===== src/rtl/tmr_irq_pkg.sv =====
package tmr_irq_pkg;
  localparam int NUM_SRC   = 4;
  localparam int DATA_W    = 2 * NUM_SRC;
  localparam int ADDR_W    = 2;
  localparam logic [ADDR_W-1:0] CTRL_OFS = 2'd0;
  localparam logic [ADDR_W-1:0] CLR_OFS  = 2'd1;

  typedef logic [NUM_SRC-1:0] src_vec_t;

  typedef struct packed {
    logic     ctrl_wr;
    logic     clr_wr;
    src_vec_t set_mask;
    src_vec_t clr_mask;
    src_vec_t en_data;
  } bus_cmd_t;
endpackage


===== src/rtl/tirq_bus_decode.sv =====
module tirq_bus_decode
  import tmr_irq_pkg::*;
#(
  parameter int NSRC = NUM_SRC,
  parameter int AW   = ADDR_W,
  localparam int DW  = 2 * NSRC
) (
  input  logic            clk,
  input  logic            rst_n,
  input  logic [AW-1:0]   addr,
  input  logic            wr,
  input  logic [DW-1:0]   wdata,
  input  logic [NSRC-1:0] pend,
  input  logic [NSRC-1:0] en,
  output logic            ctrl_wr,
  output logic            clr_wr,
  output logic [NSRC-1:0] set_mask,
  output logic [NSRC-1:0] clr_mask,
  output logic [NSRC-1:0] en_data,
  output logic [DW-1:0]   rdata
);
  logic hit_ctrl, hit_clr;

  always_comb begin
    hit_ctrl = (addr == AW'(CTRL_OFS));
    hit_clr  = (addr == AW'(CLR_OFS));
    ctrl_wr  = wr && hit_ctrl;
    clr_wr   = wr && hit_clr;
    set_mask = ctrl_wr ? wdata[NSRC-1:0] : '0;
    clr_mask = clr_wr  ? wdata[NSRC-1:0] : '0;
    en_data  = wdata[DW-1:NSRC];
    rdata    = hit_ctrl ? {en, pend} : '0;
  end

  assert_single_target_R11: assert property (@(posedge clk) disable iff (!rst_n)
    $onehot0({ctrl_wr, clr_wr}));
  assert_clr_reads_zero_R6: assert property (@(posedge clk) disable iff (!rst_n)
    (addr == AW'(CLR_OFS)) |-> (rdata == '0));
  assert_unmapped_reads_zero_R11: assert property (@(posedge clk) disable iff (!rst_n)
    (addr != AW'(CTRL_OFS) && addr != AW'(CLR_OFS)) |-> (rdata == '0));
endmodule


===== src/rtl/tirq_pend_bank.sv =====
module tirq_pend_bank
  import tmr_irq_pkg::*;
#(
  parameter int NSRC = NUM_SRC
) (
  input  logic            clk,
  input  logic            rst_n,
  input  logic [NSRC-1:0] evt,
  input  logic [NSRC-1:0] set_mask,
  input  logic [NSRC-1:0] clr_mask,
  output logic [NSRC-1:0] pend
);
  for (genvar i = 0; i < NSRC; i++) begin : g_flag
    logic nxt;
    always_comb begin
      if (evt[i] || set_mask[i]) nxt = 1'b1;   // a set always beats a clear
      else if (clr_mask[i])      nxt = 1'b0;
      else                       nxt = pend[i];
    end
    always_ff @(posedge clk) begin
      if (!rst_n) pend[i] <= 1'b0;
      else        pend[i] <= nxt;
    end

    assert_event_sets_R3: assert property (@(posedge clk) disable iff (!rst_n)
      evt[i] |=> pend[i]);
    assert_sw_set_R4: assert property (@(posedge clk) disable iff (!rst_n)
      set_mask[i] |=> pend[i]);
    assert_hold_unless_cleared_R5: assert property (@(posedge clk) disable iff (!rst_n)
      (pend[i] && !clr_mask[i]) |=> pend[i]);
    assert_set_beats_clear_R7: assert property (@(posedge clk) disable iff (!rst_n)
      (evt[i] && clr_mask[i]) |=> pend[i]);
    assert_fall_needs_clear_R6: assert property (@(posedge clk) disable iff (!rst_n)
      $fell(pend[i]) |-> $past(clr_mask[i]));
  end
endmodule


===== src/rtl/tirq_enable_reg.sv =====
module tirq_enable_reg
  import tmr_irq_pkg::*;
#(
  parameter int NSRC = NUM_SRC
) (
  input  logic            clk,
  input  logic            rst_n,
  input  logic            load,
  input  logic [NSRC-1:0] din,
  output logic [NSRC-1:0] en
);
  always_ff @(posedge clk) begin
    if (!rst_n)    en <= '0;
    else if (load) en <= din;
  end

  assert_enable_load_R10: assert property (@(posedge clk) disable iff (!rst_n)
    load |=> (en == $past(din)));
  assert_enable_hold_R10: assert property (@(posedge clk) disable iff (!rst_n)
    !load |=> $stable(en));
endmodule


===== src/rtl/tirq_irq_merge.sv =====
module tirq_irq_merge
  import tmr_irq_pkg::*;
#(
  parameter int NSRC = NUM_SRC
) (
  input  logic            clk,
  input  logic            rst_n,
  input  logic [NSRC-1:0] pend,
  input  logic [NSRC-1:0] en,
  output logic            irq
);
  logic any_live;
  always_comb any_live = |(pend & en);

  always_ff @(posedge clk) begin
    if (!rst_n) irq <= 1'b0;
    else        irq <= any_live;
  end

  assert_irq_rise_R9: assert property (@(posedge clk) disable iff (!rst_n)
    any_live |=> irq);
  assert_irq_masked_R8: assert property (@(posedge clk) disable iff (!rst_n)
    ((pend & en) == '0) |=> !irq);
endmodule


===== src/rtl/tmr_irq_ctrl.sv =====
module tmr_irq_ctrl
  import tmr_irq_pkg::*;
#(
  parameter int NSRC = NUM_SRC,
  parameter int AW   = ADDR_W,
  localparam int DW  = 2 * NSRC
) (
  input  logic            clk,
  input  logic            rst_n,
  input  logic [AW-1:0]   bus_addr,
  input  logic            bus_wr,
  input  logic [DW-1:0]   bus_wdata,
  output logic [DW-1:0]   bus_rdata,
  input  logic [NSRC-1:0] evt_pulse,
  output logic            irq_out
);
  logic            ctrl_wr, clr_wr;
  logic [NSRC-1:0] set_mask, clr_mask, en_data, pend, en;

  tirq_bus_decode #(.NSRC(NSRC), .AW(AW)) u_dec (
    .clk(clk), .rst_n(rst_n), .addr(bus_addr), .wr(bus_wr), .wdata(bus_wdata),
    .pend(pend), .en(en), .ctrl_wr(ctrl_wr), .clr_wr(clr_wr),
    .set_mask(set_mask), .clr_mask(clr_mask), .en_data(en_data), .rdata(bus_rdata)
  );

  tirq_pend_bank #(.NSRC(NSRC)) u_pend (
    .clk(clk), .rst_n(rst_n), .evt(evt_pulse), .set_mask(set_mask),
    .clr_mask(clr_mask), .pend(pend)
  );

  tirq_enable_reg #(.NSRC(NSRC)) u_en (
    .clk(clk), .rst_n(rst_n), .load(ctrl_wr), .din(en_data), .en(en)
  );

  tirq_irq_merge #(.NSRC(NSRC)) u_merge (
    .clk(clk), .rst_n(rst_n), .pend(pend), .en(en), .irq(irq_out)
  );

  assert_reset_quiet_R1: assert property (@(posedge clk)
    !rst_n |=> (!irq_out && pend == '0 && en == '0));
endmodule


===== config.mk =====
export PLATFORM = sky130hd
export DESIGN_NAME = tmr_irq_ctrl
export DESIGN_NICKNAME = d
export VERILOG_FILES = /design/src/rtl/tmr_irq_pkg.sv /design/src/rtl/tirq_bus_decode.sv /design/src/rtl/tirq_pend_bank.sv /design/src/rtl/tirq_enable_reg.sv /design/src/rtl/tirq_irq_merge.sv /design/src/rtl/tmr_irq_ctrl.sv
export SDC_FILE = /design/constraint.sdc
export NUM_CORES = 1
export LEC_CHECK = 0
export ABC_AREA = 0
export BUFFER_PORTS_ARGS = -buffer_cell sky130_fd_sc_hd__buf_2
export CAP_MARGIN = 40
export CORE_AREA = 2 2 39 41
export CTS_CLUSTER_DIAMETER = 80
export CTS_CLUSTER_SIZE = 30
export DETAILED_ROUTE_END_ITERATION = 12
export DIE_AREA = 0 0 41 43
export PLACE_DENSITY_LB_ADDON = 0.15
export SLEW_MARGIN = 20
export SYNTH_ARGS = -nofsm -noshare
export SYNTH_HDL_FRONTEND = slang
export SYNTH_SLANG_ARGS = --single-unit

===== constraint.sdc =====
create_clock -name clk -period 1.1 [get_ports clk]
set_input_delay 0.22 -clock clk [delete_from_list [all_inputs] [get_ports clk]]
set_output_delay 0.22 -clock clk [all_outputs]
set_load 0.005 [all_outputs]

==> key figures <==
Clocking
  – CTS root buf: clkbuf_4
  – CTS sink count: 9
  – H-tree levels: 1
  – Worst-Skew Late Latency: 0.25 ns
  – Clock tree buffer depth: 2
  – CTS tree: yes
  – Clock slew at reported path FFs: 0.06 ns
  – Total CTS buffers: 3

Setup path
  – CP max-delay cell: dfxtp_1
  – CP top delay family: flip-flops
  – Crit. End Element: primary output
  – Worst-path cell chain: and2_4 > buf_6
  – Buffer and inverter count on the worst path: 1
  – Worst setup SP type: flop
  – Critical Path Fanout Max: 3
  – Worst EP required: 0.88 ns
  – CP Data Arrival Time: 0.83 ns
  – Highest cell delay on the worst timing path: 0.35 ns
  – Crit Path Category: flop to primary output

STA
  – Slew Limit Fails: 0
  – Final Cycle Share: 0.955
  – Hold_ws: 0.232 ns
  – Number of setup violations in the final report: 0
  – Tightest Pin Transition: 0.185 ns
  – Max Freq: 952 MHz
  – RSZ-0062 raised after global routing: false
  – TNS Setup: 0 ns
  – Final Skew: 0.00123 ns
  – Fin crit period: 1.05 ns
  – Slew HR: 0.877
  – Hold Fails Final Rpt: 0

Finish
  – Diode count: 0
  – Post-route cell area: 662 um^2
  – Final Instance Count excl. Fillers: 95
  – Fraction of layout cells with a size suffix above 1: 0.481
  – Fin util: 0.478
  – Nets: 97
  – Area grow syn2layout: 50.3%

Floorplanning
  – Core area: 1380 um^2
  – Die Y: 43 um
  – Starting Density: 0.318
  – Die footprint: 1760 um^2
  – Number of I/O pins: 26
  – # rows: 14
  – Die width: 41 um

Routing
  – Detailed router's first-iteration violation count: 3
  – Drt wl/cell: 9.86 um
  – DRC violations left: 0
  – Post-route ant nets: 0
  – Vias per cell: 4.51
  – Routed WL: 937 um
  – Vias: 428
  – Iteration count of the initial detailed-routing pass: 2

GRT
  – Total GRT Usage: 0.129
  – Vias in the first global route: 366
  – Overflow after GRT: 0
  – Largest net degree at the start of global routing: 10
  – First-pass GRT wire length: 1560 um
  – Initial antenna violation count: 0

Logic synthesis
  – Mean Syn Cell Area: 9.18 um^2
  – Syn Nets: 65
  – Post-synth top area share: 0.409
  – Post-synthesis sequential area ratio: 0.409
  – Post-synthesis adder-cell area fraction: 0
  – Netlist cell types: 14
  – Top post-synthesis cells by count: dfxtp_1 (9), and2_1 (8)
  – Synth Flop Type: dfxtp_1
  – Area contributors post-synth: dfxtp_1 (41%), and2_1 (11%), mux2i_1 (9.1%)
  – Cell Area, Synth: 440 um^2
  – Cell with the most instances after synthesis: dfxtp_1
  – Simple-gate portion of the synthesized area: 0.273
  – Area leader, netlist: dfxtp_1
  – Main combinational cell family by area after synthesis: simple AND/OR/NAND/NOR gates
  – Cells after Synth: 48
  – Yosys Warn Count: 0
  – Post-synthesis mux area share: 0.0909
  – Asr flop ratio synth: 0
  – Xor/xnor cell area share of the yosys netlist: 0
  – Number of flops mapped to enable cells by yosys: 0
  – Synth Area in Compound Gates: 0.193
  – FF+latch count, synth: 9

Place
  – Post-DP Area: 613 um^2
  – Detail Placement HPWL: 807 um
  – Placed cells: 91
  – Routability cong.: 0.610
  – Port bufs: 25

Pwr
  – IR drop worst, VDD: 0.000584 V
  – Pwr dens: 1080 nW/um^2
  – Leakage power: 0.317 nW

Worst hold path
  – HP Class: input pin to flop

Status
  – Status: complete, no violations

Flow run
  – Max-cap viol count: 0
==> what timing repair did <==
action                     4_1_cts  5_1_grt
setup buffers                    0        0
gates resized for setup          0        9
setup endpoints to repair        0        4
hold buffers                     0        0
==> kinds of logic (layout without fill, tap and decap cells) <==
group / Yosys count / count (layout)
simple gates: 18 / 18
buf+inv: 4 / 35
mux: 4 / 4
flops: 9 / 9
compound gates: 13 / 13
==> worst min-delay path, delay by kind of cell <==
kind	cells	cell delay, ns
buffers and inverters	1	0.07
muxes	1	0.06
and+or+nand+nor	1	0.10
==> registers in the layout (all words and copies together), names as in the netlist <==
signal / cells
u_en.en: 4
u_pend.pend: 4
u_merge.irq: 1
==> metrics by stage <==
step	power (mW)	setup slack, ns
global placement	0.470	0.0288
CTS	0.722	0.0301
global route	0.756	0.00281
finish	0.715	0.0500
floorplan	0.406	0.170
detailed placement	0.471	0.00534
==> report_power, final <==
group / leakage, nW / total (mW) / switching (mW) / internal [mW]
sequential: 0.0753 / 0.356 / 0.0114 / 0.345
clock: 0.0150 / 0.248 / 0.108 / 0.139
combinational: 0.227 / 0.111 / 0.0456 / 0.0654
total: 0.317 / 0.715 / 0.165 / 0.550
==> layout by cell type, fill, tap and decap left out, drive strengths merged, types with 2 or more instances in the layout <==
cell type   n
nor2        2
a21oi       3
a21boi      4
o21ai       3
and2        8
nand3b      2
a22oi       2
clkbuf      4
inv         4
mux2i       4
nor2b       4
dfxtp       9
buf        27
==> final timing paths <==
| kind | from | end | slack [ns] | depth (start not counted) |
|---|---|---|---|---|
| hold / removal | bus_wdata[4] | u_en.en[0]$_SDFFE_PN0N_ | 0.23 | 3 |
| setup reg to reg | u_pend.pend[1]$_SDFFE_PN0P_ | u_merge.irq$_SDFF_PN0_ | 0.36 | 2 |
| hold reg to reg | u_pend.pend[3]$_SDFFE_PN0P_ | u_pend.pend[3]$_SDFFE_PN0P_ | 0.50 | 2 |
| setup / recovery | u_en.en[0]$_SDFFE_PN0N_ | bus_rdata[4] | 0.05 | 2 |
==> cell type report <==
class                      count  area (um^2)
tap                           16         20.0
sequential                     9          184
clock buffer                   4         26.3
timing repair buffer          27          161
inverter                       4         15.0
fill                         150          722
multi-input combinational     35          255
==> per-layer routing <==
metal	track usage	part of all wire
met1	0.180	0.44
met2	0.191	0.46
met3	0.0314	0.11
met4	0.0400	0
met5	0	0
Note: power is estimated with default switching activity, not from simulation.
